[config.mk]
export PLATFORM = sky130hd
export DESIGN_NAME = irqc_top
export DESIGN_NICKNAME = d
export VERILOG_FILES = /design/src/rtl/irqc_pkg.sv /design/src/rtl/irqc_capture.sv /design/src/rtl/irqc_maskreg.sv /design/src/rtl/irqc_arb.sv /design/src/rtl/irqc_top.sv
export SDC_FILE = /design/constraint.sdc
export NUM_CORES = 1
export LEC_CHECK = 0
export BUFFER_PORTS_ARGS = -buffer_cell sky130_fd_sc_hd__buf_2
export CORE_MARGIN = 1.5
export CORE_UTILIZATION = 42
export DETAILED_ROUTE_END_ITERATION = 8
export MAX_ROUTING_LAYER = met4
export PLACE_DENSITY = 0.8
export SLEW_MARGIN = 20
export SYNTH_ARGS = -nofsm -noshare
export SYNTH_HDL_FRONTEND = slang
export SYNTH_SLANG_ARGS = --single-unit
[constraint.sdc]
create_clock -name clk -period 1.4 [get_ports clk]
set_input_delay 0.14 -clock clk [delete_from_list [all_inputs] [get_ports clk]]
set_output_delay 0.14 -clock clk [all_outputs]
set_load 0.03 [all_outputs]
[src/rtl/irqc_pkg.sv]
package irqc_pkg;

    localparam int NSRC  = 5;
    localparam int VEC_W = 16;
    localparam int NLVL  = 2;

    typedef enum logic [2:0] {
        SRC_TRAP = 3'd0,
        SRC_R75  = 3'd1,
        SRC_R65  = 3'd2,
        SRC_R55  = 3'd3,
        SRC_EXT  = 3'd4
    } src_e;

    // mask write value as seen on the bus
    typedef struct packed {
        logic       clr75;
        logic       mask_en;
        logic [2:0] mask;
    } setm_t;

    // status byte layout
    typedef struct packed {
        logic       zero;
        logic [2:0] pend;
        logic       ie;
        logic [2:0] mask;
    } stat_t;

    function automatic logic [VEC_W-1:0] vec_of(input int idx);
        logic [VEC_W-1:0] v;
        case (idx)
            int'(SRC_TRAP): v = VEC_W'(16'h0024);
            int'(SRC_R75):  v = VEC_W'(16'h003C);
            int'(SRC_R65):  v = VEC_W'(16'h0034);
            int'(SRC_R55):  v = VEC_W'(16'h002C);
            default:        v = '0;
        endcase
        return v;
    endfunction

    function automatic logic [NSRC-1:0] pick_first(input logic [NSRC-1:0] v);
        logic [NSRC-1:0] r;
        logic            found;
        r     = '0;
        found = 1'b0;
        for (int i = 0; i < NSRC; i++) begin
            if (v[i] && !found) begin
                r[i]  = 1'b1;
                found = 1'b1;
            end
        end
        return r;
    endfunction

endpackage

[src/rtl/irqc_capture.sv]
module irqc_capture
    import irqc_pkg::*;
#(
    parameter int N_LVL = NLVL
) (
    input  logic             clk,
    input  logic             rst,
    input  logic             trap_in,
    input  logic             r75_in,
    input  logic [N_LVL-1:0] lvl_in,
    input  logic             trap_take,
    input  logic             r75_take,
    input  logic             r75_sw_clr,
    output logic             trap_pend,
    output logic             r75_pend,
    output logic [N_LVL-1:0] lvl_pend
);

    logic trap_prev, trap_armed, r75_prev;

    // trap: rising edge arms, still high one clock later accepts
    always_ff @(posedge clk) begin
        if (rst) begin
            trap_prev  <= 1'b0;
            trap_armed <= 1'b0;
            trap_pend  <= 1'b0;
        end else begin
            trap_prev <= trap_in;
            if (trap_in && !trap_prev)
                trap_armed <= 1'b1;
            else if (!trap_in || trap_armed)
                trap_armed <= 1'b0;
            if (trap_take)
                trap_pend <= 1'b0;
            else if (trap_armed && trap_in)
                trap_pend <= 1'b1;
        end
    end

    // restart 7.5: edge latch
    always_ff @(posedge clk) begin
        if (rst) begin
            r75_prev <= 1'b0;
            r75_pend <= 1'b0;
        end else begin
            r75_prev <= r75_in;
            if (r75_take || r75_sw_clr)
                r75_pend <= 1'b0;
            else if (r75_in && !r75_prev)
                r75_pend <= 1'b1;
        end
    end

    // level-sensitive restarts, one register each
    for (genvar g = 0; g < N_LVL; g++) begin : g_lvl
        always_ff @(posedge clk) begin
            if (rst) lvl_pend[g] <= 1'b0;
            else     lvl_pend[g] <= lvl_in[g];
        end
    end

endmodule

[src/rtl/irqc_maskreg.sv]
module irqc_maskreg
    import irqc_pkg::*;
(
    input  logic       clk,
    input  logic       rst,
    input  logic       wr,
    input  setm_t      wdata,
    input  logic       ie_set,
    input  logic       ie_clr,
    input  logic       take_gated,
    output logic [2:0] mask,
    output logic       ie,
    output logic       clr75
);

    assign clr75 = wr && wdata.clr75;

    always_ff @(posedge clk) begin
        if (rst) begin
            mask <= 3'b111;
            ie   <= 1'b0;
        end else begin
            if (wr && wdata.mask_en)
                mask <= wdata.mask;
            if (take_gated || ie_clr)
                ie <= 1'b0;
            else if (ie_set)
                ie <= 1'b1;
        end
    end

endmodule

[src/rtl/irqc_arb.sv]
module irqc_arb
    import irqc_pkg::*;
(
    input  logic             clk,
    input  logic             rst,
    input  logic [NSRC-1:0]  elig,
    input  logic             ack_in,
    output logic             req_valid,
    output logic [VEC_W-1:0] req_vec,
    output logic             req_ext,
    output logic [NSRC-1:0]  take,
    output logic [NSRC-1:0]  src_ack
);

    logic [NSRC-1:0] win;

    assign win       = pick_first(elig);
    assign req_valid = |elig;
    assign req_ext   = win[SRC_EXT];
    assign take      = (ack_in && req_valid) ? win : '0;

    always_comb begin
        req_vec = '0;
        for (int i = 0; i < NSRC; i++)
            if (win[i]) req_vec = req_vec | vec_of(i);
    end

    always_ff @(posedge clk) begin
        if (rst) src_ack <= '0;
        else     src_ack <= take;
    end

endmodule

[src/rtl/irqc_top.sv]
module irqc_top
    import irqc_pkg::*;
(
    input  logic        clk,
    input  logic        rst,
    input  logic        trap_in,
    input  logic        r75_in,
    input  logic        r65_in,
    input  logic        r55_in,
    input  logic        ext_in,
    input  logic        ie_set,
    input  logic        ie_clr,
    input  logic        mask_wr,
    input  logic [4:0]  mask_wdata,
    output logic [7:0]  stat_rdata,
    input  logic        ack_in,
    output logic        req_valid,
    output logic [15:0] req_vec,
    output logic        req_ext,
    output logic [4:0]  src_ack
);

    logic            trap_pend, r75_pend, ext_q, ie, clr75;
    logic [NLVL-1:0] lvl_pend;
    logic [2:0]      mask;
    logic [NSRC-1:0] elig, take;
    stat_t           stat;

    always_ff @(posedge clk) begin
        if (rst) ext_q <= 1'b0;
        else     ext_q <= ext_in;
    end

    irqc_capture #(.N_LVL(NLVL)) u_cap (
        .clk        (clk),
        .rst        (rst),
        .trap_in    (trap_in),
        .r75_in     (r75_in),
        .lvl_in     ({r65_in, r55_in}),
        .trap_take  (take[SRC_TRAP]),
        .r75_take   (take[SRC_R75]),
        .r75_sw_clr (clr75),
        .trap_pend  (trap_pend),
        .r75_pend   (r75_pend),
        .lvl_pend   (lvl_pend)
    );

    irqc_maskreg u_msk (
        .clk        (clk),
        .rst        (rst),
        .wr         (mask_wr),
        .wdata      (setm_t'(mask_wdata)),
        .ie_set     (ie_set),
        .ie_clr     (ie_clr),
        .take_gated (|take[NSRC-1:1]),
        .mask       (mask),
        .ie         (ie),
        .clr75      (clr75)
    );

    always_comb begin
        elig           = '0;
        elig[SRC_TRAP] = trap_pend;
        elig[SRC_R75]  = r75_pend    && !mask[2] && ie;
        elig[SRC_R65]  = lvl_pend[1] && !mask[1] && ie;
        elig[SRC_R55]  = lvl_pend[0] && !mask[0] && ie;
        elig[SRC_EXT]  = ext_q && ie;
    end

    irqc_arb u_arb (
        .clk       (clk),
        .rst       (rst),
        .elig      (elig),
        .ack_in    (ack_in),
        .req_valid (req_valid),
        .req_vec   (req_vec),
        .req_ext   (req_ext),
        .take      (take),
        .src_ack   (src_ack)
    );

    always_comb begin
        stat.zero = 1'b0;
        stat.pend = {r75_pend, lvl_pend[1], lvl_pend[0]};
        stat.ie   = ie;
        stat.mask = mask;
    end
    assign stat_rdata = stat;

endmodule

==> flow_summary.rst, run 1 <==
.. list-table::
   :header-rows: 1

   * - Metric
     - Value
   * - Outcome
     - completed
   * - Number of optimization iterations in the first detailed-route pass
     - 4
   * - Insertion delay to the later sink of the worst-skew pair
     - 0.28 ns
   * - Delay of the slowest critical-path stage
     - 0.33 ns
   * - Count of different cell masters after synthesis
     - 27
   * - Count of buffers inserted at the top-level ports
     - 33
   * - Diode count
     - 0
   * - Final period demand of the worst path
     - 1.35 ns
   * - Core box area
     - 1780 µm²
   * - Critical path class
     - register to output port
   * - Class of the tightest hold or removal check
     - input pin to register
   * - Type of origin of the critical path
     - register
   * - Clock-pin slew of the registers on the worst-case setup and hold paths
     - 0.09 ns
   * - Number of synthesized register bits
     - 17
   * - Fraction of the core area covered by cells at the end of the flow
     - 62.0%
   * - Most common cell after layout, fill and taps aside
     - buf_2
   * - Sequential element share of the synthesized area
     - 41.5%
   * - Post-detailed-route wirelength per cell
     - 11.0 µm
   * - Critical Path Fanout Max
     - 5
   * - Number of sinks driven by the clock tree
     - 17
   * - Share of post-route cells with drive strength above 1
     - 55.3%
   * - Vias after detailed routing
     - 641
   * - RSZ-0062 raised after global routing
     - true
   * - Xor/xnor share of the synthesized area
     - 0%
   * - Final hold violation count
     - 0
   * - Final #Nets
     - 140
   * - Via count of the first global-routing pass
     - 513
   * - Cell count after synthesis
     - 81
   * - Number of buffers and inverters on the critical path
     - 1
   * - Root buffer cell
     - clkbuf_4
   * - Cell family with most CP delay
     - flip-flops
   * - DRC violations left
     - 0
   * - Number of rows in the core area
     - 15
   * - Cell taking the most area after synthesis
     - dfxtp_1
   * - Post-synthesis adder-cell area fraction
     - 0%
   * - Required time at the endpoint of the critical path
     - 1.26 ns
   * - Finished layout cell area
     - 1110 µm²
   * - Antenna violations before repair
     - 0
   * - Worst-path cell chain
     - nand2b_4 -> nand2b_1 -> a21oi_2 -> buf_6
   * - Max Transition Viols Final
     - 0
   * - Gate power share
     - 23.2%
   * - Max-capacitance violation count
     - 0
   * - Number of top-level design ports
     - 47
   * - Net switching power
     - 0.303 mW
   * - Combinational family with the most area after synthesis
     - simple AND/OR/NAND/NOR gates
   * - Filler instances
     - 159
   * - Largest net degree at the start of global routing
     - 14
   * - Remaining global-route overflow
     - 0
   * - Final setup violating endpoints
     - 0
   * - Post-Route Skew
     - 0.00110 ns
   * - GPL Wtd Cong
     - 0.728
   * - Most used cells in the layout excluding fill and tap cells
     - buf_2, conb_1, dfxtp_1, buf_4
   * - Power per cell area
     - 912 nW/µm²
   * - Global Route Usage Sum
     - 15.5%
   * - Global-route wire length before repair
     - 2260 µm
   * - Vert. Die Dim
     - 47.2 µm
   * - Maximum frequency from static timing analysis
     - 0.741 GHz
   * - Cell types with the largest area share after synthesis
     - dfxtp_1, buf_4, nor2b_1
   * - Buffers from clock root to sink, at most
     - 2
   * - Number of hold buffers added after CTS
     - 0
   * - HPWL after DPL
     - 1160 µm
   * - Chip width
     - 47.2 µm
   * - Proportion of total power due to net switching
     - 30.0%
   * - Avg Inst Size Synth
     - 10.1 µm²
   * - Yosys warning count
     - 0
   * - Critical path capture point type
     - output port
   * - Endpoint arrival time on the critical path
     - 1.21 ns
   * - Area post-placement
     - 948 µm²
   * - Cell area after technology mapping
     - 820 µm²
   * - Drt total wl
     - 1630 µm
   * - Worst IR drop on VDD
     - 566 µV
   * - Leakage power of the design
     - 0.577 nW
   * - Count of nets left with antenna violations after detail routing
     - 0
   * - Initial Util
     - 46.0%
   * - Multiplexer share of the synthesized area
     - 1.37%
   * - Area of the die
     - 2230 µm²
   * - Clock network power share
     - 25.4%
   * - Area grow syn2layout
     - 35.0%
   * - Simple logic cell fraction of the synthesized area
     - 27.0%
   * - Total CTS buffers
     - 3
   * - H-tree lvl count
     - 1
   * - Internal power
     - 0.706 mW
   * - Post-detailed-route via-to-cell ratio
     - 4.33
   * - Number of DRC markers after the initial detailed-route iteration
     - 5
   * - Share of the clock period used by the worst path
     - 96.4%
   * - Post-synth top area share
     - 41.5%
   * - Clock tree from TritonCTS
     - built
   * - Sequential share of power
     - 51.4%
   * - Compound-gate portion of the synthesized area
     - 12.1%
   * - Cell with the largest stage delay on the worst path
     - dfxtp_2
==> cells in the mapped netlist, drive strengths merged <==
cell     instances
buf             18
dfxtp           17
nor2             7
nor2b            6
nand2            4
nand2b           4
a211o            3
a21oi            3
and3             3
a2111oi          2
a21o             2
inv              2
conb             1
mux2             1
nand3            1
nand3b           1
nand4            1
nand4b           1
nor3             1
nor3b            1
or2              1
or2b             1
==> routing by layer <==
layer,up-vias,track usage [%],wire length [µm]
li1,326,-,-
met1,287,17.6,680
met2,26,25.2,852
met3,2,4.62,85
met4,0,6.67,10
met5,-,-,0
==> path summary, 6_finish.rpt <==
path | start | to | slack (ns) | cells after the start
min reg2reg | u_cap.trap_prev | u_cap.trap_armed | 0.39 | 1
max | u_msk.mask[0] | req_vec[3] | 0.05 | 4
min | mask_wdata[4] | u_cap.r75_pend | 0.04 | 2
max reg2reg | u_msk.mask[1] | u_msk.ie | 0.25 | 4
==> worst reg2reg max path, delay by kind of cell, from the launching register on <==
kind                   cells  cell delay, ns
DFF                        1            0.34
AOI/OAI and AO/OA          1            0.29
and+or+nand+nor            2            0.28
buffers and inverters      1            0.15
==> state kept, by name (all words and copies together) (netlist names) <==
| name | count |
|---|---|
| ext_q | 1 |
| u_arb.src_ack | 5 |
| u_cap.trap_pend | 1 |
| u_cap.r75_prev | 1 |
| u_cap.trap_armed | 1 |
| u_cap.lvl_pend | 2 |
| u_cap.r75_pend | 1 |
| u_msk.ie | 1 |
| u_msk.mask | 3 |
| u_cap.trap_prev | 1 |
==> cell families after synthesis <==
logic type | count (synthesis)
AOI/OAI and AO/OA | 10
buffers and inverters | 20
DFF | 17
muxes | 1
other | 1
and+or+nand+nor | 32
==> per-stage QoR <==
| step | instances | setup TNS [ns] | worst slack (ns) | hold WS (ns) | power, mW |
|---|---|---|---|---|---|
| after CTS | 145 | 0 | 0.000798 | 0.0370 | 0.996 |
| after floorplan | 93 | -0.0481 | -0.0481 | 0.215 | 0.705 |
| after global routing | 148 | -0.00398 | -0.00398 | 0.0259 | 1.05 |
| after detailed placement | 135 | 0 | 0.201 | 0.346 | 0.725 |
| final | 148 | 0 | 0.0502 | 0.0367 | 1.01 |
| after global placement | 135 | 0 | 0.232 | 0.338 | 0.722 |
==> area by class of cell <==
cell class                      instances  area [µm²]  area share (%)
Sequential cell                        17         348            31.4
Tap cell                               25        31.3            2.83
Clock buffer                            4        26.3            2.38
Multi-Input combinational cell         56         408            36.9
Inverter                                2        7.51           0.679
Timing Repair Buffer                   44         285            25.8
==> power by group through the flow <==
stage	sequential, mW	clock (mW)	combinational, mW
6_report	0.519	0.256	0.234
5_1_grt	0.522	0.281	0.249
4_1_cts	0.518	0.264	0.215
3_5_place_dp	0.527	0	0.198
3_3_place_gp	0.526	0	0.195
2_1_floorplan	0.546	0	0.159
==> what timing repair did <==
| action | 4_1_cts | 5_1_grt |
|---|---|---|
| gates resized for setup | 9 | 15 |
| endpoints found under the hold margin | 0 | 0 |
| setup buffers | 6 | 3 |
| setup endpoints to repair | 6 | 6 |
| pin swaps | 1 | 6 |
(Power assumes the default switching activity.)
==> run 2: changes to the inputs <==
- PLACE_DENSITY: 0.8 -> 0.77
- SETUP_SLACK_MARGIN: not set -> 0.1
==> run 2 against run 1 <==
  * Maximum frequency is 2.1% lower
  * Clock-buffer cell count decreased by 1
  * Global-route usage is 0.31 points lower
  * Worst hold slack lost 0.0067 ns
  * Die area unchanged
  * Power fell by 0.36%
  * Sequential power is essentially flat
  * Routed wire length decreased by 0.86%
  * First-iteration DRC count up 120%
  * Sequential share of layout area down 0.32 points
  * Final cell count decreased by 0.68%
  * Clock skew increased by 0.0078 ns
  * Critical path type unchanged
  * Largest cell class unchanged
==> flow_summary.rst, run 2 (same netlist as run 1, synthesis figures left out) <==
.. list-table::
   :header-rows: 1

   * - Metric
     - Value
   * - Power per cell area
     - 886 nW/µm² (-2.8%)
   * - Register containing the most flip-flops in the final layout
     - u_arb.src_ack
   * - HPWL after DPL
     - 1170 µm (+1.1%)
   * - Clock-pin slew of the registers on the worst-case setup and hold paths
     - 0.10 ns (about the same)
   * - Max-capacitance violation count
     - 0 (unchanged)
   * - Drt total wl
     - 1620 µm (-0.86%)
   * - Most common cell after layout, fill and taps aside
     - buf_2
   * - Share of post-route cells with drive strength above 1
     - 60.7% (+5.4 points)
   * - Cell with the largest stage delay on the worst path
     - dfxtp_2
   * - Worst IR drop on VDD
     - 655 µV (+16%)
   * - Cell Count Post-Placement
     - 135 (unchanged)
   * - Core box area
     - 1780 µm² (unchanged)
   * - Via count of the first global-routing pass
     - 569 (+11%)
   * - Share of the clock period used by the worst path
     - 98.5% (+2.1 points)
   * - Final setup violating endpoints
     - 0 (unchanged)
   * - Launch instance of the worst register-to-register path
     - u_msk.mask[1]
   * - Post-Route Skew
     - 0.00889 ns (+0.00779 ns)
   * - Class of the tightest hold or removal check
     - input pin to register
   * - Cell family with most CP delay
     - flip-flops
   * - Number of sinks driven by the clock tree
     - 17 (unchanged)
   * - Critical path capture point type
     - output port
   * - Area grow syn2layout
     - 38.3%
   * - Number of optimization iterations in the first detailed-route pass
     - 4 (unchanged)
   * - Critical Path Fanout Max
     - 6 (+1)
   * - Number of DRC markers after the initial detailed-route iteration
     - 11 (+6)
   * - Area of the die
     - 2230 µm² (unchanged)
   * - Number of flip-flops in the largest register
     - 5 (unchanged)
   * - Number of top-level design ports
     - 47 (unchanged)
   * - Worst hold path startpoint
     - mask_wdata[4]
   * - Root buffer cell
     - clkbuf_4
   * - Most used cells in the layout excluding fill and tap cells
     - buf_2, conb_1, dfxtp_1, buf_4
   * - Setup crit start
     - u_msk.mask[1]
   * - Count of buffers inserted at the top-level ports
     - 33 (unchanged)
   * - Remaining global-route overflow
     - 0 (unchanged)
   * - Endpoint arrival time on the critical path
     - 1.24 ns (+0.03 ns)
   * - Count of nets left with antenna violations after detail routing
     - 0 (unchanged)
   * - Number of rows in the core area
     - 15 (unchanged)
   * - Total CTS buffers
     - 3 (unchanged)
   * - GPL Wtd Cong
     - 0.773 (+6.1%)
   * - Insertion delay to the later sink of the worst-skew pair
     - 0.28 ns (about the same)
   * - Number of buffers and inverters on the critical path
     - 2 (+1)
   * - Buffers from clock root to sink, at most
     - 2 (unchanged)
   * - Critical path class
     - register to output port
   * - Clock tree from TritonCTS
     - built
   * - Final hold violation count
     - 0 (unchanged)
   * - Worst-path cell chain
     - nand2b_4 -> buf_4 -> a21oi_4 -> buf_6
   * - Vert. Die Dim
     - 47.2 µm (unchanged)
   * - Number of hold buffers added after CTS
     - 0 (unchanged)
   * - Required time at the endpoint of the critical path
     - 1.26 ns (about the same)
   * - Maximum frequency from static timing analysis
     - 0.725 GHz (-2.1%)
   * - Outcome
     - completed
   * - Initial Util
     - 46.0% (unchanged)
   * - Leakage power of the design
     - 0.595 nW (+3.1%)
   * - Registers with the most flip-flops
     - u_arb.src_ack: 5 flops, u_msk.mask: 3 flops, u_cap.lvl_pend: 2 flops
   * - Filler instances
     - 145 (-8.8%)
   * - Vias after detailed routing
     - 651 (+1.6%)
   * - Delay of the slowest critical-path stage
     - 0.33 ns (about the same)
   * - Chip width
     - 47.2 µm (unchanged)
   * - DRC violations left
     - 0 (unchanged)
   * - Post-detailed-route wirelength per cell
     - 11.0 µm (-0.18%)
   * - Diode count
     - 0 (unchanged)
   * - Max Transition Viols Final
     - 0 (unchanged)
   * - Final #Nets
     - 139 (-0.71%)
   * - Final period demand of the worst path
     - 1.38 ns (+0.0292 ns)
   * - H-tree lvl count
     - 1 (unchanged)
   * - Type of origin of the critical path
     - register
   * - Largest net degree at the start of global routing
     - 14 (unchanged)
   * - Global-route wire length before repair
     - 2270 µm (+0.31%)
   * - Post-detailed-route via-to-cell ratio
     - 4.43 (+2.3%)
   * - Non-filler cells in the finished layout
     - 147 (-0.68%)
   * - Antenna violations before repair
     - 0 (unchanged)
   * - RSZ-0062 raised after global routing
     - true
   * - Final total power
     - 1.00 mW (-0.36%)
   * - Global Route Usage Sum
     - 15.2% (-0.31 points)
==> run 2: layer usage <==
layer / track usage [%] / vias up / part of all wire (%)
met3: 6.15 / 0 / 6.1
met2: 26.6 / 30 / 55
met4: 5.00 / 0 / 0
met5: - / - / 0
li1: - / 321 / -
met1: 15.3 / 300 / 38
==> run 2: final cells by class <==
class / count / area [µm²] / area share (%)
clock inverters: 1 / 5.00 / 0.442
inverters: 2 / 7.51 / 0.662
repair buffers: 43 / 282 / 24.8
flip-flops and latches: 17 / 353 / 31.1
well taps: 25 / 31.3 / 2.76
multi-input cells: 56 / 433 / 38.2
clock buffers: 3 / 22.5 / 1.99
==> run 2: path summary, 6_finish.rpt <==
kind              cells past startpoint  slack (ns)          endpoint
setup / recovery                      4        0.02        req_vec[4]
hold / removal                        2        0.03    u_cap.r75_pend
setup reg to reg                      5        0.14          u_msk.ie
hold reg to reg                       1        0.39  u_cap.trap_armed
==> run 2: per-stage QoR <==
stage / area [µm²] / util (%) / worst slack (ns) / hold slack (ns) / setup TNS [ns]
2_1_floorplan: 890 / - / 0.0806 / 0.215 / 0
3_3_place_gp: 965 / 54.1 / 0.219 / 0.337 / 0
3_5_place_dp: 965 / 54.1 / 0.165 / 0.339 / 0
4_1_cts: 1100 / 61.6 / 0.0274 / 0.0231 / 0
5_1_grt: 1130 / 63.6 / -0.0295 / 0.0188 / -0.0745
6_report: 1130 / 63.6 / 0.0210 / 0.0300 / 0
==> run 2: timing repair <==
action	CTS	global route
pin swaps	7	2
buffers inserted	6	2
hold endpoints to repair	0	0
setup endpoints to repair	6	6
resized for setup	19	4
cloned	0	0
==> run 2: power by group <==
| part | switching [mW] | internal, mW | leakage (nW) |
|---|---|---|---|
| Clock | 0.144 | 0.106 | 0.0177 |
| Sequential | 0.0138 | 0.505 | 0.141 |
| Combinational | 0.144 | 0.0919 | 0.436 |
| Total | 0.302 | 0.703 | 0.595 |
==> run 3: changes to the inputs <==
- clock period: 1.4 -> 1.3 ns (I/O delays scaled with it)
==> run 3 against run 2 <==
  * The run now ends with negative setup slack left
  * Worst hold slack got worse by 0.012 ns
  * Non-clock buffer count increased by 5
  * Global-route usage about the same
  * Sequential power increased by 7.3%
  * Power increased by 9.1%
  * Clock skew decreased by 0.0043 ns
  * Combinational power increased by 11%
  * Routed wire length decreased by 2.3%
  * Clock power increased by 11%
  * Critical endpoint is now req_vec[5]
==> flow_summary.rst, run 3 (same netlist as run 1, synthesis figures left out) <==
.. list-table::
   :header-rows: 1

   * - Metric
     - Value
   * - Outcome
     - complete, but fails checks
   * - Violations in the final reports
     - negative setup slack
   * - Finished layout cell area
     - 1170 µm² (+3.5%)
   * - Via count of the first global-routing pass
     - 553 (-2.8%)
   * - Setup slack, reg-to-reg
     - 0.17 ns (+0.03 ns)
   * - Diode count
     - 0 (unchanged)
   * - Core box area
     - 1780 µm² (unchanged)
   * - Critical Path Fanout Max
     - 6 (unchanged)
   * - Count of nets left with antenna violations after detail routing
     - 0 (unchanged)
   * - Crit path setup slack, layout
     - -0.0679 ns (-0.0889 ns)
   * - Initial Util
     - 46.0% (unchanged)
   * - Number of sinks driven by the clock tree
     - 17 (unchanged)
   * - Share of the clock period used by the worst path
     - 105%
   * - Number of optimization iterations in the first detailed-route pass
     - 4 (unchanged)
   * - Registers with the most flip-flops
     - u_arb.src_ack: 5 flops, u_msk.mask: 3 flops, u_cap.lvl_pend: 2 flops
   * - Number of DRC markers after the initial detailed-route iteration
     - 12 (+1)
   * - Count of cells along the worst hold path
     - 2 (unchanged)
   * - Number of top-level design ports
     - 47 (unchanged)
   * - Number of rows in the core area
     - 15 (unchanged)
   * - Class of the tightest hold or removal check
     - input pin to register
   * - Fraction of the core area covered by cells at the end of the flow
     - 65.8% (+2.2 points)
   * - Register containing the most flip-flops in the final layout
     - u_arb.src_ack
   * - Vias after detailed routing
     - 681 (+4.6%)
   * - Setup crit start
     - u_msk.mask[1]
   * - H-tree lvl count
     - 1 (unchanged)
   * - Required time at the endpoint of the critical path
     - 1.17 ns (-0.09 ns)
   * - Share of post-route cells with drive strength above 1
     - 59.1% (-1.6 points)
   * - Final #Nets
     - 144 (+3.6%)
   * - Root buffer cell
     - clkbuf_4
   * - Largest net degree at the start of global routing
     - 14 (unchanged)
   * - Post-detailed-route wirelength per cell
     - 10.4 µm (-5.5%)
   * - Area post-placement
     - 972 µm² (+0.78%)
   * - Max Transition Viols Final
     - 0 (unchanged)
   * - Worst hold path startpoint
     - mask_wdata[4]
   * - Count of buffers inserted at the top-level ports
     - 33 (unchanged)
   * - Buffers from clock root to sink, at most
     - 2 (unchanged)
   * - Power per cell area
     - 934 nW/µm² (+5.4%)
   * - GPL Wtd Cong
     - 0.780 (+1.0%)
   * - Leakage power of the design
     - 0.612 nW (+2.9%)
   * - Antenna violations before repair
     - 0 (unchanged)
   * - Chip width
     - 47.2 µm (unchanged)
   * - DRC violations left
     - 0 (unchanged)
   * - Number of flip-flops in the largest register
     - 5 (unchanged)
   * - Global-route wire length before repair
     - 2220 µm (-2.2%)
   * - Post-detailed-route via-to-cell ratio
     - 4.48 (+1.2%)
   * - Critical path class
     - register to output port
   * - HPWL after DPL
     - 1140 µm (-2.6%)
   * - Global Route Usage Sum
     - 15.3% (+0.032 points)
   * - Worst IR drop on VDD
     - 494 µV (-24%)
   * - Worst hold-check slack
     - 0.0180 ns (-0.0120 ns)
   * - RSZ-0062 raised after global routing
     - true
   * - Critical path capture point type
     - output port
   * - Clock-pin slew of the registers on the worst-case setup and hold paths
     - 0.09 ns (about the same)
   * - Remaining global-route overflow
     - 0 (unchanged)
   * - Clock tree from TritonCTS
     - built
   * - Insertion delay to the later sink of the worst-skew pair
     - 0.29 ns (about the same)
   * - Final hold violation count
     - 0 (unchanged)
   * - Launch instance of the worst register-to-register path
     - u_msk.mask[1]
   * - Drt total wl
     - 1580 µm (-2.3%)
   * - Endpoint arrival time on the critical path
     - 1.24 ns (about the same)
   * - Type of origin of the critical path
     - register
   * - Most common cell after layout, fill and taps aside
     - buf_2
   * - Worst r2r dst
     - u_msk.ie
   * - Count of cells along the worst register-to-register path
     - 4 (-1)
   * - Post-Route Skew
     - 0.00458 ns (-0.00431 ns)
   * - Final period demand of the worst path
     - 1.37 ns
   * - Area grow syn2layout
     - 43.2%
   * - Area of the die
     - 2230 µm² (unchanged)
   * - Final setup violating endpoints
     - 6 (+6)
   * - Capture endpoint of the worst hold path
     - u_cap.r75_pend
   * - Filler instances
     - 141 (-2.8%)
   * - Max-capacitance violation count
     - 0 (unchanged)
   * - Most used cells in the layout excluding fill and tap cells
     - buf_2, conb_1, buf_4
   * - Vert. Die Dim
     - 47.2 µm (unchanged)
   * - Maximum frequency from static timing analysis
     - 0.731 GHz
   * - Total CTS buffers
     - 3 (unchanged)
run 3: what timing repair did:
item / CTS / global route
buffers inserted: 9 / 2
hold endpoints to repair: 1 / 0
pin swaps: 7 / 3
cloned: 0 / 0
hold buffers: 1 / 0
gates resized for setup: 21 / 1
setup endpoints to repair: 6 / 6
run 3: through the flow:
step | worst slack, ns | TNS [ns] | total power, mW | std cells
2_1_floorplan | -0.00937 | -0.00937 | 0.762 | 93
3_3_place_gp | 0.129 | 0 | 0.781 | 136
3_5_place_dp | 0.117 | 0 | 0.785 | 136
4_1_cts | -0.0577 | -0.292 | 1.10 | 150
5_1_grt | -0.122 | -0.643 | 1.15 | 152
6_report | -0.0679 | -0.310 | 1.10 | 152
run 3: critical path: stages (launching register included):
cell and delay [ns]:
dfxtp_2 0.33, nand2b_4 0.17, nand3_2 0.10, a21o_4 0.21, buf_6 0.13
run 3: worst max-delay path by stage:
| stage | cells past startpoint | endpoint | slack, ns |
|---|---|---|---|
| floorplan | 5 | req_vec[5] | -0.009 |
| global placement | 4 | req_vec[5] | 0.13 |
| detailed placement | 4 | req_valid | 0.12 |
| CTS | 4 | req_vec[2] | -0.06 |
| global route | 4 | req_ext | -0.12 |
| finish | 4 | req_vec[5] | -0.07 |
run 3: layout make-up:
class	instances	area, µm²	area share [%]
multi-input combinational	56	435	37.1
inverter	2	7.51	0.640
clock buffer	4	26.3	2.24
tap	25	31.3	2.67
sequential	17	352	30.0
timing repair buffer	48	322	27.4
run 3: routing by layer:
metal  global-route usage [%]  part of all wire (%)
met4                     8.33                   1.6
met3                     5.77                   7.0
met1                     15.4                    40
met2                     25.2                    52
met5                        -                     0
run 3: power breakdown:
part / internal [mW] / switching (mW) / total [mW]
Sequential: 0.544 / 0.0136 / 0.557
Combinational: 0.106 / 0.157 / 0.263
Clock: 0.119 / 0.157 / 0.276
Total: 0.769 / 0.328 / 1.10
